==> src/rtl/gpio_port_pkg.sv <==
package gpio_port_pkg;
   localparam int GPIO_AW = 3;

   typedef enum logic [GPIO_AW-1:0] {
      REG_DIR  = 3'd0,
      REG_PORT = 3'd1,
      REG_LAT  = 3'd2,
      REG_ODE  = 3'd3,
      REG_DSEL = 3'd4
   } gpio_reg_e;
endpackage

==> src/rtl/gpio_regfile.sv <==
module gpio_regfile
   import gpio_port_pkg::*;
#(
   parameter int WIDTH = 16
) (
   input  logic               clk,
   input  logic               rst_n,
   input  logic               wr_en,
   input  logic [GPIO_AW-1:0] addr,
   input  logic [WIDTH-1:0]   wdata,
   output logic [WIDTH-1:0]   dir_q,
   output logic [WIDTH-1:0]   lat_q,
   output logic [WIDTH-1:0]   ode_q,
   output logic [WIDTH-1:0]   dsel_q
);
   logic hit_dir, hit_lat, hit_ode, hit_dsel;

   always_comb begin
      hit_dir  = wr_en && (addr == REG_DIR);
      hit_lat  = wr_en && ((addr == REG_LAT) || (addr == REG_PORT));
      hit_ode  = wr_en && (addr == REG_ODE);
      hit_dsel = wr_en && (addr == REG_DSEL);
   end

   always_ff @(posedge clk or negedge rst_n) begin
      if (!rst_n) begin
         dir_q  <= '1;
         lat_q  <= '0;
         ode_q  <= '0;
         dsel_q <= '0;
      end else begin
         if (hit_dir)  dir_q  <= wdata;
         if (hit_lat)  lat_q  <= wdata;
         if (hit_ode)  ode_q  <= wdata;
         if (hit_dsel) dsel_q <= wdata;
      end
   end

   // reset leaves every pin an input
   p_reset_inputs_r1: assert property (@(posedge clk) !rst_n |=> (dir_q == '1));

   // direction write stores the full word
   p_dir_write_r2: assert property (@(posedge clk) disable iff (!rst_n)
      (wr_en && addr == REG_DIR) |=> (dir_q == $past(wdata)));

   // a port-address write lands in the latch
   p_port_write_lat_r2: assert property (@(posedge clk) disable iff (!rst_n)
      (wr_en && addr == REG_PORT) |=> (lat_q == $past(wdata)));

   // unmapped addresses leave the latch untouched
   p_unmapped_stable_r2: assert property (@(posedge clk) disable iff (!rst_n)
      (wr_en && addr > REG_DSEL) |=> $stable(lat_q) && $stable(dir_q));
endmodule

==> src/rtl/gpio_in_sync.sv <==
module gpio_in_sync #(
   parameter int WIDTH  = 16,
   parameter int STAGES = 2
) (
   input  logic             clk,
   input  logic             rst_n,
   input  logic [WIDTH-1:0] din,
   output logic [WIDTH-1:0] dout
);
   generate
      if (STAGES < 2) begin : g_bad_stages
         $error("gpio_in_sync: STAGES must be at least 2");
      end
   endgenerate

   logic [WIDTH-1:0] stage_q [STAGES];

   genvar s;
   generate
      for (s = 0; s < STAGES; s++) begin : g_stage
         if (s == 0) begin : g_first
            always_ff @(posedge clk or negedge rst_n) begin
               if (!rst_n) stage_q[0] <= '0;
               else        stage_q[0] <= din;
            end
         end else begin : g_next
            always_ff @(posedge clk or negedge rst_n) begin
               if (!rst_n) stage_q[s] <= '0;
               else        stage_q[s] <= stage_q[s-1];
            end
         end
      end
   endgenerate

   assign dout = stage_q[STAGES-1];
endmodule

==> src/rtl/gpio_pad_ctrl.sv <==
module gpio_pad_ctrl #(
   parameter int WIDTH = 16
) (
   input  logic [WIDTH-1:0] dir_q,
   input  logic [WIDTH-1:0] lat_q,
   input  logic [WIDTH-1:0] ode_q,
   input  logic [WIDTH-1:0] dig,
   output logic [WIDTH-1:0] pad_out,
   output logic [WIDTH-1:0] pad_oe
);
   genvar i;
   generate
      for (i = 0; i < WIDTH; i++) begin : g_pin
         logic drive_req;
         always_comb begin
            drive_req = dig[i] && !dir_q[i];
            if (ode_q[i]) begin
               pad_out[i] = 1'b0;
               pad_oe[i]  = drive_req && !lat_q[i];
            end else begin
               pad_out[i] = lat_q[i];
               pad_oe[i]  = drive_req;
            end
         end
      end
   endgenerate
endmodule

==> src/rtl/gpio_port_ctrl.sv <==
module gpio_port_ctrl
   import gpio_port_pkg::*;
#(
   parameter int          WIDTH       = 16,
   parameter int          SYNC_STAGES = 2,
   parameter logic [15:0] ANA_MASK    = 16'h0FFF
) (
   input  logic               clk,
   input  logic               rst_n,
   input  logic               bus_sel,
   input  logic               bus_wr,
   input  logic [GPIO_AW-1:0] bus_addr,
   input  logic [WIDTH-1:0]   bus_wdata,
   output logic [WIDTH-1:0]   bus_rdata,
   input  logic [WIDTH-1:0]   pad_in,
   output logic [WIDTH-1:0]   pad_out,
   output logic [WIDTH-1:0]   pad_oe
);
   localparam logic [WIDTH-1:0] ANA_PINS = WIDTH'(ANA_MASK);

   generate
      if (WIDTH < 1 || WIDTH > 16) begin : g_bad_width
         $error("gpio_port_ctrl: WIDTH must be 1 to 16");
      end
   endgenerate

   logic [WIDTH-1:0] dir_q, lat_q, ode_q, dsel_q;
   logic [WIDTH-1:0] dig, sync_q, port_val;
   logic             wr_en, rd_en;

   assign wr_en = bus_sel && bus_wr;
   assign rd_en = bus_sel && !bus_wr;
   assign dig   = dsel_q | ~ANA_PINS;

   gpio_regfile #(.WIDTH(WIDTH)) u_regs (
      .clk    (clk),
      .rst_n  (rst_n),
      .wr_en  (wr_en),
      .addr   (bus_addr),
      .wdata  (bus_wdata),
      .dir_q  (dir_q),
      .lat_q  (lat_q),
      .ode_q  (ode_q),
      .dsel_q (dsel_q)
   );

   gpio_in_sync #(.WIDTH(WIDTH), .STAGES(SYNC_STAGES)) u_sync (
      .clk   (clk),
      .rst_n (rst_n),
      .din   (pad_in & dig),
      .dout  (sync_q)
   );

   gpio_pad_ctrl #(.WIDTH(WIDTH)) u_pads (
      .dir_q   (dir_q),
      .lat_q   (lat_q),
      .ode_q   (ode_q),
      .dig     (dig),
      .pad_out (pad_out),
      .pad_oe  (pad_oe)
   );

   always_comb begin
      for (int i = 0; i < WIDTH; i++) begin
         if (!dig[i])                      port_val[i] = 1'b0;
         else if (!dir_q[i] && !ode_q[i]) port_val[i] = lat_q[i];
         else                              port_val[i] = sync_q[i];
      end
   end

   always_comb begin
      bus_rdata = '0;
      if (rd_en) begin
         unique case (bus_addr)
            REG_DIR:  bus_rdata = dir_q;
            REG_PORT: bus_rdata = port_val;
            REG_LAT:  bus_rdata = lat_q;
            REG_ODE:  bus_rdata = ode_q;
            REG_DSEL: bus_rdata = dsel_q;
            default:  bus_rdata = '0;
         endcase
      end
   end

   // input pins never drive
   p_input_no_drive_r3: assert property (@(posedge clk) disable iff (!rst_n)
      ((pad_oe & dir_q) == '0));

   // an open-drain pin never drives a one
   p_od_never_high_r4: assert property (@(posedge clk) disable iff (!rst_n)
      ((pad_oe & pad_out & ode_q) == '0));

   // analog pins have no driver
   p_analog_no_drive_r5: assert property (@(posedge clk) disable iff (!rst_n)
      ((pad_oe & ~dig) == '0));

   // analog pins read zero at the port address
   p_analog_reads_zero_r5: assert property (@(posedge clk) disable iff (!rst_n)
      (rd_en && bus_addr == REG_PORT) |-> ((bus_rdata & ~dig) == '0));
endmodule

==> config.mk <==
export PLATFORM = sky130hd
export DESIGN_NAME = gpio_port_ctrl
export DESIGN_NICKNAME = d
export VERILOG_FILES = /design/src/rtl/gpio_port_pkg.sv /design/src/rtl/gpio_regfile.sv /design/src/rtl/gpio_in_sync.sv /design/src/rtl/gpio_pad_ctrl.sv /design/src/rtl/gpio_port_ctrl.sv
export SDC_FILE = /design/constraint.sdc
export NUM_CORES = 1
export LEC_CHECK = 0
export ABC_CLOCK_PERIOD_IN_PS = 1200
export BUFFER_PORTS_ARGS = -buffer_cell sky130_fd_sc_hd__buf_2
export CORE_AREA = 10 10 146 94
export CTS_BUF_LIST = sky130_fd_sc_hd__clkbuf_8 sky130_fd_sc_hd__clkbuf_16
export CTS_CLUSTER_DIAMETER = 40
export DETAILED_ROUTE_END_ITERATION = 8
export DIE_AREA = 0 0 156 104
export PLACE_DENSITY = 0.64
export SLEW_MARGIN = 5
export SYNTH_ARGS = -nofsm -noshare
export SYNTH_HDL_FRONTEND = slang
export SYNTH_HIERARCHICAL = 1
export SYNTH_SLANG_ARGS = --single-unit
==> constraint.sdc <==
create_clock -name clk -period 1.2 [get_ports clk]
set_input_delay 0.12 -clock clk [delete_from_list [all_inputs] [get_ports clk]]
set_output_delay 0.12 -clock clk [all_outputs]
set_load 0.1 [all_outputs]
==> results_dict.tcl <==
set metrics [dict create \
    crit_chain "nor2_1 -> mux2_2 -> a222oi_1 -> buf_4 -> nor2_4 -> buf_12" \
    post-route-util 0.759 \
    swShare 0.399 \
    status "finished, violations left" \
    syn_area_per_cell_sq_um 12.4 \
    reg2reg_slack_ns 0.16 \
    yosysTopAreaCell "dfrtp_1" \
    crit_fanout 2 \
    synth_cell_types 33 \
    wire_per_inst_um 19.5 \
    critPathLaunchType "register" \
    synth_area_sq_mm 0.00486 \
    drc 0 \
    worst_setup_path_end_kind "output pin" \
    die_x_um 156 \
    slowest_stage "dfstp_2" \
    cts_buffers 9 \
    antenna_found_initial 0 \
    power_density_mw_per_mm2 1810 \
    r2r_start "u_regs/ode_q[9]" \
    syn-instance-count 392 \
    viasPerCell 5.08 \
    drv_slew 0 \
    async_flop_share 1.00 \
    grt_pass1_vias 4164 \
    ys_dominant_reg_cell "dfrtp_1" \
    clock-root-buffer "clkbuf_16" \
    rows 30 \
    drtPass1Iterations 4 \
    grt_max_degree 25 \
    fin_tns_setup_ns -17.96 \
    die_y_um 104 \
    cts.sinks 96 \
    gr-usage-all-layers 0.180 \
    htreeDepth 3 \
    syn_to_final_growth_pct 72.8 \
    layout_min_cycle_time_ns 1.98 \
    max_cap_violations 0 \
    max-vdd-ir-drop_mv 1.19 \
    cts_max_path_buffers 2 \
    r2r-end "u_regs/ode_q[9]" \
    slowest_delay_ns 0.54 \
    netlist.area_leader.share 0.412 \
    required_ns 1.08 \
    finalHoldViolCount 0 \
    drive_above_1_share 0.732 \
    rsz0062_at_grt "yes" \
    clk_pin_slew_worst_paths_ns 0.07 \
    synthTopCellsByCount "dfrtp_1 (80), mux2_2 (70), nor2_1 (32), buf_4 (18), inv_1 (17)" \
    finalInstanceArea_sq_mm 0.00841 \
    fin_nets 630 \
    synth.most_common_cell "dfrtp_1" \
    grt-ovfl-total 0 \
    start_util 0.439 \
    fmax_mhz 505 \
    violations "negative setup slack" \
    power_frac_clock 0.176 \
    die_area_sq_mm 0.0162 \
    placed_area_sq_mm 0.00761 \
    synth-seq-cells 96 \
    r2r_cells 3 \
    worstHoldStart "pad_in[10]" \
    p_leak_uw 0.00366 \
    drt_iter0_markers 217 \
    ant_nets 0 \
    core_area_sq_mm 0.0111 \
    p_int_uw 9150 \
    synth-edff-count 0 \
    switchingPower_uw 6090 \
    worstHoldPathCells 2 \
    arrival_ns 1.86 \
    drt_wl_total_um 14400 \
    ys_seq_area_frac 0.498 \
    place_hpwl_um 10400 \
    grt_pass1_wl_um 23500 \
    antenna_cells 0 \
    synth.area.top_cells "dfrtp_1 (41%), mux2_2 (16%), dfstp_2 (8.6%)" \
    crit_buf_inv 2 \
    yosysWarningCount 6 \
    hold-path-endpoint "u_sync/stage_q[26]" \
    final-setup-viol-count 48 \
    place_congestion 0.807 \
    worst_slack_ns -0.779 \
    combPwrFrac 0.524 \
    critPathKind "reg -> out" \
    p_seq_frac 0.299 \
    clock_skew_ns 0.00417 \
    critPathTopFamily "flip-flops" \
    fin_crit_sh 1.65 \
    io_pins 87 \
    min_path_type "in -> reg" \
    io_buffers 86 \
    num_vias 3759 \
    worstSkewPairLatency_ns 0.34 \
    cts_tree "done" \
]
==> cell usage in the layout, fill, tap and decap left out, types with 12 or more instances in the layout <==
cell type	instances
and2_1	12
mux2i_1	16
buf_2	37
dlygate4sd3_1	14
mux2_2	36
buf_6	43
buf_4	60
buf_12	60
and2_2	15
a21oi_4	15
dfrtp_1	63
dfrtp_2	17
dfstp_2	16
mux2_4	44
inv_1	15
nor2b_4	16
nor2_2	14
a211oi_4	16
nor2_1	16
==> flip-flops by register name (all words and copies together) (netlist names) <==
signal,cells
u_regs/dir_q,16
u_regs/dsel_q,16
u_regs/lat_q,16
u_regs/ode_q,16
u_sync/dout,16
u_sync/stage_q,16
==> power groups by stage <==
stage | clock (uW) | sequential, uW | combinational, uW
2_1_floorplan | 0 | 4840 | 4290
3_3_place_gp | 0 | 4500 | 7240
3_5_place_dp | 0 | 4550 | 7390
4_1_cts | 2760 | 4540 | 7820
5_1_grt | 2870 | 4650 | 8330
6_report | 2690 | 4560 | 7990
==> layout make-up <==
class / instances / area, sq um
repair buffers: 214 / 2460
inverters: 17 / 63.8
fillers: 667 / 2670
clock buffers: 9 / 225
flip-flops and latches: 96 / 2440
clock inverters: 7 / 55.1
multi-input cells: 253 / 2980
well taps: 144 / 180
==> per-stage QoR <==
stage | power, uW | hold WS, ns | instances | setup slack [ns]
floorplan | 9140 | -0.176 | 395 | -0.417
global placement | 11700 | 0.0490 | 700 | -0.389
detailed placement | 11900 | 0.0522 | 700 | -0.399
CTS | 15100 | 0.000846 | 734 | -0.782
global route | 15800 | 0.00347 | 740 | -0.895
finish | 15200 | 0.00408 | 740 | -0.779
==> cells by family (layout without fill, tap and decap cells) <==
family / after synthesis / after routing / synth area share
and+or+nand+nor: 88 / 88 / 0.109
DFF: 96 / 96 / 0.498
muxes: 96 / 96 / 0.226
other: 1 / 4 / 0.000771
buffers and inverters: 46 / 247 / 0.0617
xor gates and xnor gates: 1 / 1 / 0.00180
AOI/OAI and AO/OA: 64 / 64 / 0.103
==> worst register-to-register path, stage by stage, from the launching register on <==
cell,delay (ns)
dfrtp_2,0.42
buf_6,0.14
buf_6,0.12
mux2_2,0.25
==> how the worst max path moves through the flow <==
stage                      from       endpoint  slack, ns  cells after the start
5_1_grt        u_regs/dir_q[14]  bus_rdata[14]      -0.90                      6
3_5_place_dp   u_regs/dir_q[14]  bus_rdata[14]      -0.40                      6
3_3_place_gp   u_regs/dir_q[14]  bus_rdata[14]      -0.39                      6
4_1_cts        u_regs/dir_q[14]  bus_rdata[14]      -0.78                      6
6_report       u_regs/dir_q[14]  bus_rdata[14]      -0.78                      6
2_1_floorplan  u_regs/dir_q[14]  bus_rdata[14]      -0.42                      4
==> what timing repair did <==
action,in CTS,in global routing
pin swaps,15,14
resized for setup,47,26
buffers inserted,11,15
cloned,0,0
hold buffers,14,0
endpoints found under the setup margin,48,48
endpoints found under the hold margin,83,0
==> routing by layer <==
layer	global-route usage	routed length, um	vias up
met5	0	0	-
met4	0.0343	121	0
met3	0.0496	627	13
met2	0.289	7170	70
met1	0.239	6480	1929
li1	-	-	1747
No activity file was read; power rests on OpenSTA's default activity.
